$ cat src/rtl/spi_rb_pkg.sv
package spi_rb_pkg;
  localparam int ADDR_BITS = 24;
  localparam int ADDR_W    = ADDR_BITS - 1;
  localparam int WORD_W    = 32;

  // Payload position (0 = first bit on the wire) to word bit index.
  // mode[0]: big-endian byte order, mode[1]: LSB first within a byte.
  function automatic logic [4:0] payload_bit_idx(input logic [1:0] mode, input logic [4:0] pos);
    logic [1:0] byte_n;
    logic [2:0] bit_n;
    byte_n = mode[0] ? (2'd3 - pos[4:3]) : pos[4:3];
    bit_n  = mode[1] ? pos[2:0] : (3'd7 - pos[2:0]);
    return {byte_n, bit_n};
  endfunction

  function automatic logic [WORD_W-1:0] status_word(input logic [3:0] pad, input logic late,
                                                    input logic [7:0] if_id);
    return {if_id, 7'b0, late, 12'b0, pad};
  endfunction
endpackage

$ cat src/rtl/spi_rb_sync.sv
module spi_rb_sync #(
  parameter int          W       = 1,
  parameter int          STAGES  = 2,
  parameter logic [W-1:0] RST_VAL = '0
) (
  input  logic         clk,
  input  logic         rst_n,
  input  logic [W-1:0] d,
  output logic [W-1:0] q
);
  logic [W-1:0] stage [STAGES];

  generate
    for (genvar s = 0; s < STAGES; s++) begin : g_stage
      always_ff @(posedge clk or negedge rst_n) begin
        if (!rst_n) stage[s] <= RST_VAL;
        else if (s == 0) stage[s] <= d;
        else stage[s] <= stage[(s == 0) ? 0 : s-1];
      end
    end
  endgenerate

  assign q = stage[STAGES-1];
endmodule

$ cat src/rtl/spi_rb_ifregs.sv
module spi_rb_ifregs import spi_rb_pkg::*; #(
  parameter logic [ADDR_W-1:0] CTRL_ADDR = 23'h400000,
  parameter logic [ADDR_W-1:0] STAT_ADDR = 23'h400001,
  parameter logic [ADDR_W-1:0] SRST_ADDR = 23'h400002,
  parameter logic [7:0]        IF_ID     = 8'd2
) (
  input  logic              clk,
  input  logic              rst_n,
  input  logic [ADDR_W-1:0] acc_addr,
  input  logic              wr_stb,
  input  logic [WORD_W-1:0] wr_data,
  input  logic              late_evt,
  output logic              loc_hit,
  output logic [WORD_W-1:0] loc_rd,
  output logic [1:0]        mode,
  output logic [3:0]        pad,
  output logic              late_flag,
  output logic              srst_evt
);
  logic [WORD_W-1:0] ctrl_q;
  logic              hit_ctrl, hit_stat, hit_srst;

  assign hit_ctrl = (acc_addr == CTRL_ADDR);
  assign hit_stat = (acc_addr == STAT_ADDR);
  assign hit_srst = (acc_addr == SRST_ADDR);
  assign loc_hit  = hit_ctrl | hit_stat | hit_srst;
  assign srst_evt = wr_stb & hit_srst & wr_data[0];
  assign mode     = ctrl_q[1:0];

  always_comb begin
    loc_rd = '0;
    if (hit_ctrl)      loc_rd = ctrl_q;
    else if (hit_stat) loc_rd = status_word(pad, late_flag, IF_ID);
  end

  always_ff @(posedge clk or negedge rst_n) begin
    if (!rst_n) begin
      ctrl_q    <= '0;
      pad       <= '0;
      late_flag <= 1'b0;
    end else if (srst_evt) begin
      ctrl_q    <= '0;
      pad       <= '0;
      late_flag <= 1'b0;
    end else begin
      if (wr_stb && hit_ctrl) ctrl_q <= wr_data;
      if (wr_stb && hit_stat) begin
        pad       <= wr_data[3:0];
        late_flag <= 1'b0;
      end
      if (late_evt) late_flag <= 1'b1;
    end
  end
endmodule

$ cat src/rtl/spi_reg_bridge.sv
module spi_reg_bridge import spi_rb_pkg::*; #(
  parameter logic [ADDR_W-1:0] CTRL_ADDR = 23'h400000,
  parameter logic [ADDR_W-1:0] STAT_ADDR = 23'h400001,
  parameter logic [ADDR_W-1:0] SRST_ADDR = 23'h400002,
  parameter logic [7:0]        IF_ID     = 8'd2,
  parameter int                SYNC_STAGES = 2
) (
  input  logic              clk,
  input  logic              rst_n,
  input  logic              spi_sclk,
  input  logic              spi_cs_n,
  input  logic              spi_mosi,
  output logic              spi_miso,
  output logic              reg_req,
  output logic              reg_we,
  output logic [ADDR_W-1:0] reg_addr,
  output logic [WORD_W-1:0] reg_wdata,
  input  logic [WORD_W-1:0] reg_rdata,
  input  logic              reg_ack
);
  localparam int FRAME_MAX = ADDR_BITS + 8 * 15 + WORD_W;
  localparam int CNT_W     = $clog2(FRAME_MAX + 1);
  localparam logic [CNT_W-1:0] LAST_ADDR = CNT_W'(ADDR_BITS - 1);
  localparam logic [CNT_W-1:0] DATA_LO   = CNT_W'(ADDR_BITS);
  localparam logic [CNT_W-1:0] LAST_DATA = CNT_W'(ADDR_BITS + WORD_W - 1);

  logic sck_s, cs_n_s, mosi_s, sck_q;
  logic cs_act, sck_rise, sck_fall;

  spi_rb_sync #(.W(3), .STAGES(SYNC_STAGES), .RST_VAL(3'b010)) u_sync (
    .clk(clk), .rst_n(rst_n),
    .d({spi_sclk, spi_cs_n, spi_mosi}),
    .q({sck_s, cs_n_s, mosi_s})
  );

  assign cs_act   = !cs_n_s;
  assign sck_rise = sck_s & !sck_q;
  assign sck_fall = !sck_s & sck_q;

  logic [CNT_W-1:0]     bitcnt;
  logic [ADDR_W-1:0]    sh;
  logic [ADDR_W-1:0]    acc_addr;
  logic                 is_wr;
  logic [WORD_W-1:0]    wbuf, rd_buf;
  logic                 rd_ready, out_ok, pend_rd, miso_q;
  logic                 req_q, we_q;
  logic [ADDR_W-1:0]    raddr_q;
  logic [WORD_W-1:0]    wdata_q;

  // Named events for the checker.
  logic ev_rd_launch, ev_commit, ev_late, ev_srst;
  logic loc_hit, late_flag;
  logic [WORD_W-1:0] loc_rd;
  logic [1:0] cur_mode;
  logic [3:0] cur_pad;

  logic [CNT_W-1:0] first_bit, wpos_full, rpos_full;
  logic             rd_frame, in_data;

  assign first_bit = DATA_LO + CNT_W'({cur_pad, 3'b000});
  assign wpos_full = bitcnt - DATA_LO;
  assign rpos_full = bitcnt - first_bit;
  assign rd_frame  = !is_wr && (bitcnt >= DATA_LO);
  assign in_data   = rd_frame && (bitcnt >= first_bit) && (bitcnt < first_bit + CNT_W'(WORD_W));
  assign ev_late   = cs_act && sck_fall && rd_frame && (bitcnt == first_bit) && !rd_ready;

  spi_rb_ifregs #(.CTRL_ADDR(CTRL_ADDR), .STAT_ADDR(STAT_ADDR), .SRST_ADDR(SRST_ADDR),
                  .IF_ID(IF_ID)) u_ifregs (
    .clk(clk), .rst_n(rst_n), .acc_addr(acc_addr),
    .wr_stb(ev_commit && loc_hit), .wr_data(wbuf), .late_evt(ev_late),
    .loc_hit(loc_hit), .loc_rd(loc_rd), .mode(cur_mode), .pad(cur_pad),
    .late_flag(late_flag), .srst_evt(ev_srst)
  );

  always_ff @(posedge clk or negedge rst_n) begin
    if (!rst_n) begin
      sck_q <= 1'b0; bitcnt <= '0; sh <= '0; acc_addr <= '0; is_wr <= 1'b0;
      wbuf <= '0; rd_buf <= '0; rd_ready <= 1'b0; out_ok <= 1'b0; pend_rd <= 1'b0;
      miso_q <= 1'b0; req_q <= 1'b0; we_q <= 1'b0; raddr_q <= '0; wdata_q <= '0;
      ev_rd_launch <= 1'b0; ev_commit <= 1'b0;
    end else begin
      sck_q        <= sck_s;
      ev_rd_launch <= 1'b0;
      ev_commit    <= 1'b0;

      // Internal port completion.
      if (req_q && reg_ack) begin
        req_q   <= 1'b0;
        pend_rd <= 1'b0;
        if (!we_q && pend_rd) begin
          rd_buf   <= reg_rdata;
          rd_ready <= 1'b1;
        end
      end

      // Read launch one cycle after the address completes.
      if (ev_rd_launch) begin
        if (loc_hit) begin
          rd_buf   <= loc_rd;
          rd_ready <= 1'b1;
        end else if (!req_q) begin
          req_q <= 1'b1; we_q <= 1'b0; raddr_q <= acc_addr; pend_rd <= 1'b1;
        end
      end

      // Write commit one cycle after the last payload bit.
      if (ev_commit && !loc_hit && !req_q) begin
        req_q <= 1'b1; we_q <= 1'b1; raddr_q <= acc_addr; wdata_q <= wbuf;
      end

      if (!cs_act) begin
        bitcnt <= '0; is_wr <= 1'b0; rd_ready <= 1'b0; out_ok <= 1'b0;
        pend_rd <= 1'b0; miso_q <= 1'b0;
      end else begin
        if (sck_rise) begin
          sh <= {sh[ADDR_W-2:0], mosi_s};
          if (bitcnt != '1) bitcnt <= bitcnt + 1'b1;
          if (bitcnt == LAST_ADDR) begin
            is_wr        <= sh[ADDR_W-1];
            acc_addr     <= {sh[ADDR_W-2:0], mosi_s};
            ev_rd_launch <= !sh[ADDR_W-1];
          end
          if (is_wr && bitcnt >= DATA_LO && bitcnt <= LAST_DATA)
            wbuf[payload_bit_idx(cur_mode, wpos_full[4:0])] <= mosi_s;
          if (is_wr && bitcnt == LAST_DATA) ev_commit <= 1'b1;
        end
        if (sck_fall) begin
          if (in_data) begin
            if (bitcnt == first_bit) begin
              out_ok <= rd_ready;
              miso_q <= rd_ready & rd_buf[payload_bit_idx(cur_mode, 5'd0)];
            end else begin
              miso_q <= out_ok & rd_buf[payload_bit_idx(cur_mode, rpos_full[4:0])];
            end
          end else begin
            miso_q <= 1'b0;
          end
        end
      end
    end
  end

  assign spi_miso  = miso_q;
  assign reg_req   = req_q;
  assign reg_we    = we_q;
  assign reg_addr  = raddr_q;
  assign reg_wdata = wdata_q;
endmodule

$ cat config.mk
export PLATFORM = sky130hd
export DESIGN_NAME = spi_reg_bridge
export DESIGN_NICKNAME = d
export VERILOG_FILES = /design/src/rtl/spi_rb_pkg.sv /design/src/rtl/spi_rb_sync.sv /design/src/rtl/spi_rb_ifregs.sv /design/src/rtl/spi_reg_bridge.sv
export SDC_FILE = /design/constraint.sdc
export NUM_CORES = 1
export LEC_CHECK = 0
export BUFFER_PORTS_ARGS = -buffer_cell sky130_fd_sc_hd__buf_2
export CAP_MARGIN = 20
export CORE_MARGIN = 3
export CORE_UTILIZATION = 63
export DETAILED_ROUTE_END_ITERATION = 16
export GPL_TIMING_DRIVEN = 0
export HOLD_SLACK_MARGIN = 0.02
export PLACE_DENSITY = 0.87
export SLEW_MARGIN = 40
export SYNTH_ARGS = -nofsm -noshare
export SYNTH_HDL_FRONTEND = slang
export SYNTH_SLANG_ARGS = --single-unit
export TNS_END_PERCENT = 1
$ cat constraint.sdc
create_clock -name clk -period 4.3 [get_ports clk]
set_input_delay 0.86 -clock clk [delete_from_list [all_inputs] [get_ports clk]]
set_output_delay 0.86 -clock clk [all_outputs]
set_load 0.02 [all_outputs]
==> results of run 1 <==
flip-flops by register name (all words and copies together) (netlist names), 3 cells and up:
register and flops:
u_sync.q 3, reg_wdata 32, bitcnt 8, rd_buf 32
u_sync.stage 3, acc_addr 23, u_ifregs.pad 4, reg_addr 23
sh 23, wbuf 32, u_ifregs.ctrl_q 32
stage by stage:
| step | setup TNS, ns | instance area [um^2] | util [%] | hold WS, ns | std cells |
|---|---|---|---|---|---|
| 3_3_place_gp | -317.76 | 11100 | 69.4 | 0.333 | 1210 |
| 4_1_cts | 0 | 12000 | 75.5 | 0.231 | 1256 |
| 2_1_floorplan | 0 | 10300 | - | 0.331 | 899 |
| 6_report | 0 | 12000 | 75.5 | 0.230 | 1256 |
| 3_5_place_dp | 0 | 11200 | 70.1 | 0.335 | 1213 |
| 5_1_grt | 0 | 12000 | 75.5 | 0.240 | 1256 |
path summary, 6_finish.rpt:
check | from | endpoint | cells past startpoint
max | u_ifregs.pad[0] | spi_miso | 9
min | rst_n | reg_addr[21] | 1
max reg2reg | u_ifregs.pad[0] | spi_miso | 9
min reg2reg | u_sync.stage[5] | u_sync.q[2] | 0
max in group asynchronous | rst_n | wbuf[18] | 3
min in group clk | u_sync.stage[5] | u_sync.q[2] | 0
critical path, stage by stage, from the launching register on:
cell and delay, ns:
dfrtp_1 0.44, inv_1 0.09, ha_1 0.22, xnor2_1 0.37, ha_1 0.33, nand4b_1 0.20, or4_1 0.58, a31oi_1 0.18
a32oi_1 0.12, a311oi_1 0.32
Yosys cell counts (2+ instances only):
cell       count  area [um^2]
a21oi_1       11         55.1
a31oi_1        7         43.8
and2_1         2         12.5
and3_1         4         25.0
and4_1         2         17.5
buf_2         17         85.1
buf_4          3         22.5
buf_6          2         22.5
clkbuf_1      29          109
dfrtp_1      224         5610
dfstp_2        2         52.6
ha_1          13          163
inv_1         15         56.3
mux2_2        98         1100
mux2_4        19          285
mux2i_1       73          731
nand2_1      123          462
nand2b_1       8         50.1
nand3_1        5         25.0
nand3b_1       3         22.5
nand4_1        9         56.3
nand4b_1       3         26.3
nor2_1        89          334
nor2b_1        7         43.8
nor3_1         8         40.0
nor3b_1        4         30.0
nor4_1         7         43.8
nor4_2         2         25.0
nor4b_1        3         26.3
o2111ai_1      2         17.5
o211ai_1       4         30.0
o21a_1         4         30.0
o21ai_0       43          215
o21ai_1        4         20.0
o21bai_1       3         22.5
o221ai_1       3         26.3
o22a_1         2         17.5
o22ai_1        4         25.0
or3_1          3         18.8
or4_1          2         15.0
xnor2_1        7         61.3
xor2_1         7         61.3
per-layer routing:
layer	up-vias	track usage (%)
met4	0	8.82
met5	-	0
li1	3382	-
met3	49	4.69
met2	293	44.9
met1	3747	40.2
power by group:
| group | internal, mW | total [mW] | switching (mW) |
|---|---|---|---|
| sequential | 2.15 | 2.17 | 0.0193 |
| clock | 1.40 | 2.25 | 0.843 |
| combinational | 0.0391 | 0.129 | 0.0897 |
| total | 3.59 | 4.54 | 0.951 |
layout by cell type, fill, tap and decap left out, types with 8 or more instances in the layout:
cell type / instances
dfrtp_1: 224
nand2_1: 123
buf_2: 111
mux2_2: 98
nor2_1: 89
mux2i_1: 73
o21ai_0: 43
clkbuf_1: 34
clkbuf_16: 25
mux2_4: 19
inv_1: 15
ha_1: 13
a21oi_1: 11
nand4_1: 9
nand2b_1: 8
cell families (layout without fill, tap and decap cells):
| family | count (synthesis) | after routing | synth area share [%] |
|---|---|---|---|
| buf+inv | 67 | 208 | 2.90 |
| flops | 226 | 226 | 54.8 |
| compound gates | 98 | 98 | 5.80 |
| xor+xnor | 14 | 14 | 1.19 |
| mux | 191 | 191 | 20.7 |
| simple gates | 290 | 290 | 13.0 |
| fa+ha+maj | 13 | 13 | 1.58 |
cell type report:
type	count	area [um^2]
multi-input cells	606	4380
plain buffers	52	243
well taps	216	270
clock buffers	32	672
repair buffers	98	568
flip-flops and latches	226	5660
inverters	15	56.3
clock inverters	11	193
fillers	1003	3900
==> run metrics, run 1 <==
YS warnings=0; sequential share of the synthesized area=54.8%; TritonCTS clock tree=built; count of cell types in the netlist=61; Sink Count=226; clk_lat worst skew=about 0.51 ns; total setup buffers inserted after CTS=0; Resized Gates After CTS=0; slew margin rel.=41.6%; Final Skew=0.0146 ns; Die ar.=0.0180 mm^2; met2 wire len=11.8 mm; Cells after Synth=899; number of global-route vias before repair=7485; flops & latches, synth=226; layout net count=1074; first-pass GRT wire length=40.2 mm; Mapped Nets=950; HPWL after detailed placement=17.2 mm; Leak Pwr=about 6 nW; Worst EP arrival=3.37 ns; Syn Area/Cell=11.5 um^2; number of flops mapped to enable cells by yosys=0; antenna viol nets, final=0; First-pass DRT Iterations=6; core area=0.0159 mm^2; flop-to-flop setup slack=1.32 ns; Crit path required time=4.69 ns; final routed DRC violation total=0; Total Power=4.54 mW; CP Capture Type=register; Setup CP Type=reg2reg; top sig layer=met4; DR WL/cell=19.8 um; Layout area overhead=16.6%; WL final=~25 mm; worst min path class=in2async; Peak supply drop=0.000328 V; IO Port Bufs=95; layout cells sized above 1=27.7%; GPL Wtd Cong=0.891; post-place setup slack=approximately 1.4 ns; Bufs on Longest Clock Path=3; Iter 0 DRT Violations=813; period utilisation layout=69.4%; gr ovfl total=0; Post-CTS Hold Fix Bufs=0; die height=134 um; Mapped Area=0.0103 mm^2; vias per std cell=5.95; FMAX=335 MHz; die width=between 100 and 150 um; TritonCTS buffer count=24; Rows=46; io pins=96; Max Cap Viol=0; antenna fix cells=0; antenna violations before repair=0; total track usage=28.1%; vias=between 7000 and 8000; CTS root buf=clkbuf_16; CP Launch Type=register; asr flop ratio synth=100%; Setup WS post-layout=1.32 ns; clk slew on worst S/H paths=0.06 ns; Slew Viols, Final=0; worst-margin pin slew=0.869 ns; RSZ-0062 raised after global routing=no; Routed met3 length=approximately 1.6 mm; CP max FO=5; WL met1=10.8 mm; power per cell area=~380 mW/mm^2; Synth Flop Type=dfrtp_1; Final Setup Violations=0; Tmin final=about 3 ns; outcome=finished clean; H-tree levels=1; Initial Util=64.8%; final hold violations=0; pin count of the biggest net entering global routing=72
No activity file was read; power rests on OpenSTA's default activity.
==> run 2, diff against run 1 <==
CORE_UTILIZATION = 54   (was 63)
PLACE_DENSITY = 0.79   (was 0.87)
clock period = 2.72 ns   (was 4.3 ns; I/O delays follow)
==> run 2 against run 1 <==
  * Flip-flop and latch count stayed put
  * Critical path depth stayed put
  * Combinational power is 60% higher
  * Via count is 0.54% lower
  * Non-clock buffer count is 8 higher
  * Total power is 50% higher
  * Fmax is 12% higher
  * Sequential share of layout area is 0.25 points lower
  * Clock skew is 0.0097 ns higher
  * First-iteration DRC count is 13% lower
==> run metrics, run 2 (synthesis results as in run 1) <==
outcome=finished clean; Total Power=6.81 mW; First-pass DRT Iterations=5; Worst Hold Launch=spi_mosi; Iter 0 DRT Violations=just over 700; Min Hold Slack=0.126 ns; Worst path slowest cell=or4_4; gr ovfl total=0; IO Port Bufs=95; r2r startpoint=u_ifregs.pad[0]; CP max FO=4; layout net count=1082; R2R depth=9; antenna violations before repair=0; CP Launch Type=register; period utilisation layout=97.8%; Setup CP Type=reg2reg; Rows=a little under 50; first-pass GRT wire length=~40 mm; WHS Endpoint=u_sync.stage[3]; die width=144 um; total track usage=24.1%; Bufs on Longest Clock Path=3; Worst EP arrival=3.06 ns; commonest cells after routing, fill and taps aside=dfrtp_1, nand2_1, buf_2; CTS root buf=clkbuf_16; slew margin rel.=46.4%; worst-path cell chain=inv_2, ha_4, nand3b_1, ha_1, nand4b_1, or4_4, a31oi_1, a32oi_1, a311oi_2; core area=0.0184 mm^2; number of global-route vias before repair=7305; Final Skew=0.0243 ns; Peak supply drop=approximately 0.0005 V; clk_lat worst skew=~0.52 ns; Max Cap Viol=0; layout cells sized above 1=between 20% and 30%; Die ar.=0.0208 mm^2; TritonCTS clock tree=built; GPL Wtd Cong=0.930; Layout area overhead=17.2%; clk slew on worst S/H paths=0.06 ns; final hold violations=0; Slew Viols, Final=0; CP Capture Type=register; die height=144 um; pin count of the biggest net entering global routing=73; TritonCTS buffer count=24; flop-to-flop setup slack=about 0.061 ns; hold depth=1; antenna viol nets, final=0; RSZ-0062 raised after global routing=yes; worst min path class=in2reg; power per cell area=563 mW/mm^2; Initial Util=56.1%; DR WL/cell=19.5 um; r2r endpoint=spi_miso; FMAX=376 MHz; Filler Cell Count=approximately 1400; vias per std cell=5.81; HPWL after detailed placement=17.3 mm; H-tree levels=1; commonest non-fill, non-tap cell in the layout=dfrtp_1; worst-margin pin slew=0.803 ns; antenna fix cells=0; Final Setup Violations=0; Crit path required time=~3.1 ns; CP max stage delay=0.55 ns; setup TNS=0 ns; io pins=96; WL final=around 25 mm; Tmin final=2.66 ns; vias=about 7400; Leak Pwr=6.00 nW; final routed DRC violation total=0; Sink Count=226
## run 2: critical path, delay by kind of cell (launching register included)
kind | cells | cell delay (ns)
adders and majority gates | 2 | 0.52
and+or+nand+nor | 3 | 0.93
buffers and inverters | 1 | 0.08
AOI/OAI and AO/OA | 3 | 0.62
DFF | 1 | 0.41
## run 2: metal layers
layer	routed length [um]	part of all wire [%]	vias to the layer above	track usage, %
met5	0	0	-	0
met1	11500	46	3760	36.3
met4	552	2.2	0	6.33
li1	-	-	3403	-
met3	1350	5.4	40	3.51
met2	11500	46	228	37.1
## run 2: how the worst max path moves through the flow
stage | startpoint | to | slack, ns
2_1_floorplan | u_ifregs.pad[0] | spi_miso | 0.26
3_3_place_gp | rst_n | u_sync.stage[3] | -2.78
3_5_place_dp | u_ifregs.pad[0] | spi_miso | -0.23
4_1_cts | bitcnt[5] | wbuf[25] | -0.03
5_1_grt | u_ifregs.pad[0] | spi_miso | -0.05
6_report | u_ifregs.pad[0] | spi_miso | 0.06
## run 2: metrics by stage
stage / std cells / area (um^2) / setup WS [ns] / utilization, %
floorplan: 899 / 10300 / 0.257 / -
global placement: 1223 / 11100 / -2.78 / 60.3
detailed placement: 1226 / 11200 / -0.226 / 60.8
CTS: 1272 / 12000 / -0.0287 / 65.3
global route: 1278 / 12100 / -0.0484 / 65.8
finish: 1278 / 12100 / 0.0612 / 65.8
## run 2: power breakdown
part	leakage (nW)	internal (mW)	switching, mW	total [mW]
clock	0.374	1.87	1.31	3.18
sequential	2.97	3.40	0.0308	3.43
combinational	2.65	0.0630	0.143	0.206
total	6.00	5.33	1.48	6.81
## run 2: repair_timing
action,CTS,global route
endpoints found under the setup margin,88,31
hold endpoints to repair,43,0
hold buffers,1,0
gates resized for setup,6,11
buffers inserted,1,7
pin swaps,4,8
## run 2: layout make-up
cell class | instances | area, um^2 | share of cell area, %
clock inverters | 7 | 62.6 | 0.517
clock buffers | 37 | 701 | 5.79
well taps | 229 | 287 | 2.37
flip-flops and latches | 226 | 5660 | 46.7
plain buffers | 51 | 240 | 1.98
repair buffers | 107 | 638 | 5.27
multi-input cells | 606 | 4460 | 36.9
inverters | 15 | 56.3 | 0.465
==> run 3, diff against run 2 <==
CTS_CLUSTER_SIZE = 28   (was unset)
clock period = 2.3 ns   (was 2.72 ns; I/O delays follow)
==> run 3 against run 2 <==
  * The run now ends with setup timing left
  * Total power increased by 21%
  * Sequential share of layout area decreased by 1.2 points
  * Die area unchanged
  * Final area increased by 2.6%
  * Routed wire length increased by 0.95%
  * Critical endpoint unchanged
==> run metrics, run 3 (synthesis results as in run 1) <==
outcome=complete, but fails checks; failing checks=setup timing; Sink Count=226; IO Port Bufs=95; Setup CP Type=reg2reg; layout net count=1084; WP buf/inv=1; WL final=25.2 mm; Die ar.=~0.021 mm^2; CP max FO=4; worst min path class=in2reg; Tmin final=2.56 ns; flop-to-flop setup slack=-0.26 ns; Final Setup Violations=56; Bufs on Longest Clock Path=3; RSZ-0062 raised after global routing=yes; H-tree levels=1; CTS root buf=clkbuf_16; power per cell area=around 660 mW/mm^2; commonest non-fill, non-tap cell in the layout=dfrtp_1; number of global-route vias before repair=7406; R2R depth=9; Critical Path Sink=spi_miso; Worst Hold Launch=spi_cs_n; setup TNS=-4.61 ns; Worst EP arrival=2.96 ns; first-pass GRT wire length=40.1 mm; die height=144 um; CP Launch Type=register; r2r endpoint=spi_miso; Rows=49; Max Cap Viol=0; CP most frequent cell=ha_4; First-pass DRT Iterations=5; clk slew on worst S/H paths=~0.06 ns; WP depth=9; Final Instance Area=0.0124 mm^2; TritonCTS buffer count=24; vias per std cell=just under 6; final hold violations=0; layout cells sized above 1=between 30% and 40%; Crit path required time=2.69 ns; Post-DP Area=0.0112 mm^2; io pins=96; Peak supply drop=0.000492 V; FMAX=390 MHz; worst-path cell chain=inv_2, ha_4, nand3b_1, ha_4, nand4b_1, or4_4, a31oi_1, a32oi_1, a311oi_1; busiest metal layer after global routing=met2; Leak Pwr=6.12 nW; antenna viol nets, final=0; Critical Path Start=u_ifregs.pad[0]; CP max stage delay=0.47 ns; Filler Cell Count=1336; CP top delay family=simple AND/OR/NAND/NOR gates; Total Power=8.25 mW; worst-margin pin slew=a little under 0.8 ns; CP Capture Type=register; Slew Viols, Final=0; commonest cells after routing, fill and taps aside=dfrtp_1, nand2_1, buf_2; Worst path slowest cell=or4_4; Layout area overhead=20.2%; total track usage=24.4%; slew margin rel.=47.4%; post-place setup slack=-0.601 ns; core area=~0.018 mm^2; GPL Wtd Cong=0.915; clk_lat worst skew=~0.51 ns; period utilisation layout=112%; Initial Util=56.1%; r2r startpoint=u_ifregs.pad[0]; DR WL/cell=around 20 um; vias=7430; antenna fix cells=0; Iter 0 DRT Violations=642; die width=144 um; final routed DRC violation total=0; gr ovfl total=0; Setup WS post-layout=-0.265 ns; TritonCTS clock tree=built; met1 GRT Util=36.2%; pin count of the biggest net entering global routing=77; GRT met2 Usage=38.2%; HPWL after detailed placement=roughly 17 mm; Util after Layout=67.5%; antenna violations before repair=0; Final Skew=between 0.01 and 0.015 ns; met3 Use GR=a little over 4%
run 3: cell count changes in the layout (fill, tap and decap cells not counted), moves of 4 or more:
cell / delta
clkbuf_1: -15
buf_2: -8
buf_6: +6
nor2_1: -5
nor2_2: +5
buf_4: +4
run 3: where the power goes:
| group | switching, mW | leakage [nW] | internal (mW) | total (mW) |
|---|---|---|---|---|
| clock | 1.58 | 0.400 | 2.36 | 3.94 |
| sequential | 0.0373 | 2.97 | 4.02 | 4.06 |
| combinational | 0.175 | 2.75 | 0.0783 | 0.253 |
| total | 1.79 | 6.12 | 6.46 | 8.25 |
run 3: worst min path at each step:
stage	cells past startpoint	endpoint	slack (ns)
3_3_place_gp	0	u_sync.q[0]	0.33
2_1_floorplan	0	acc_addr[0]	0.16
5_1_grt	1	u_sync.stage[4]	0.04
4_1_cts	1	u_sync.stage[4]	0.04
3_5_place_dp	1	reg_addr[16]	0.34
6_report	1	u_sync.stage[4]	0.05
run 3: per-stage QoR:
stage,hold slack (ns),instances
final,0.0465,1278
after global routing,0.0450,1278
after CTS,0.0375,1273
after detailed placement,0.341,1226
after global placement,0.332,1223
after floorplan,0.164,899
run 3: cell type report:
cell class              count  area (um^2)  share of cell area, %
plain buffers              50          347                   2.79
clock buffers              33          706                   5.68
clock inverters             9          101                  0.816
inverters                  15         56.3                  0.454
multi-input cells         606         4590                   37.0
flip-flops and latches    226         5660                   45.6
well taps                 229          287                   2.31
repair buffers            110          668                   5.38
run 3: repair_timing:
action	CTS	global route
setup buffers	6	5
endpoints found under the setup margin	180	169
endpoints found under the hold margin	27	0
resized for setup	54	37
pin swaps	7	9
gates cloned	0	0
hold buffers	1	0
run 3: routing by layer:
metal | vias to the layer above | routed length, um
li1 | 3389 | -
met1 | 3742 | 11400
met2 | 260 | 11600
met3 | 39 | 1670
met4 | 0 | 487
met5 | - | 0
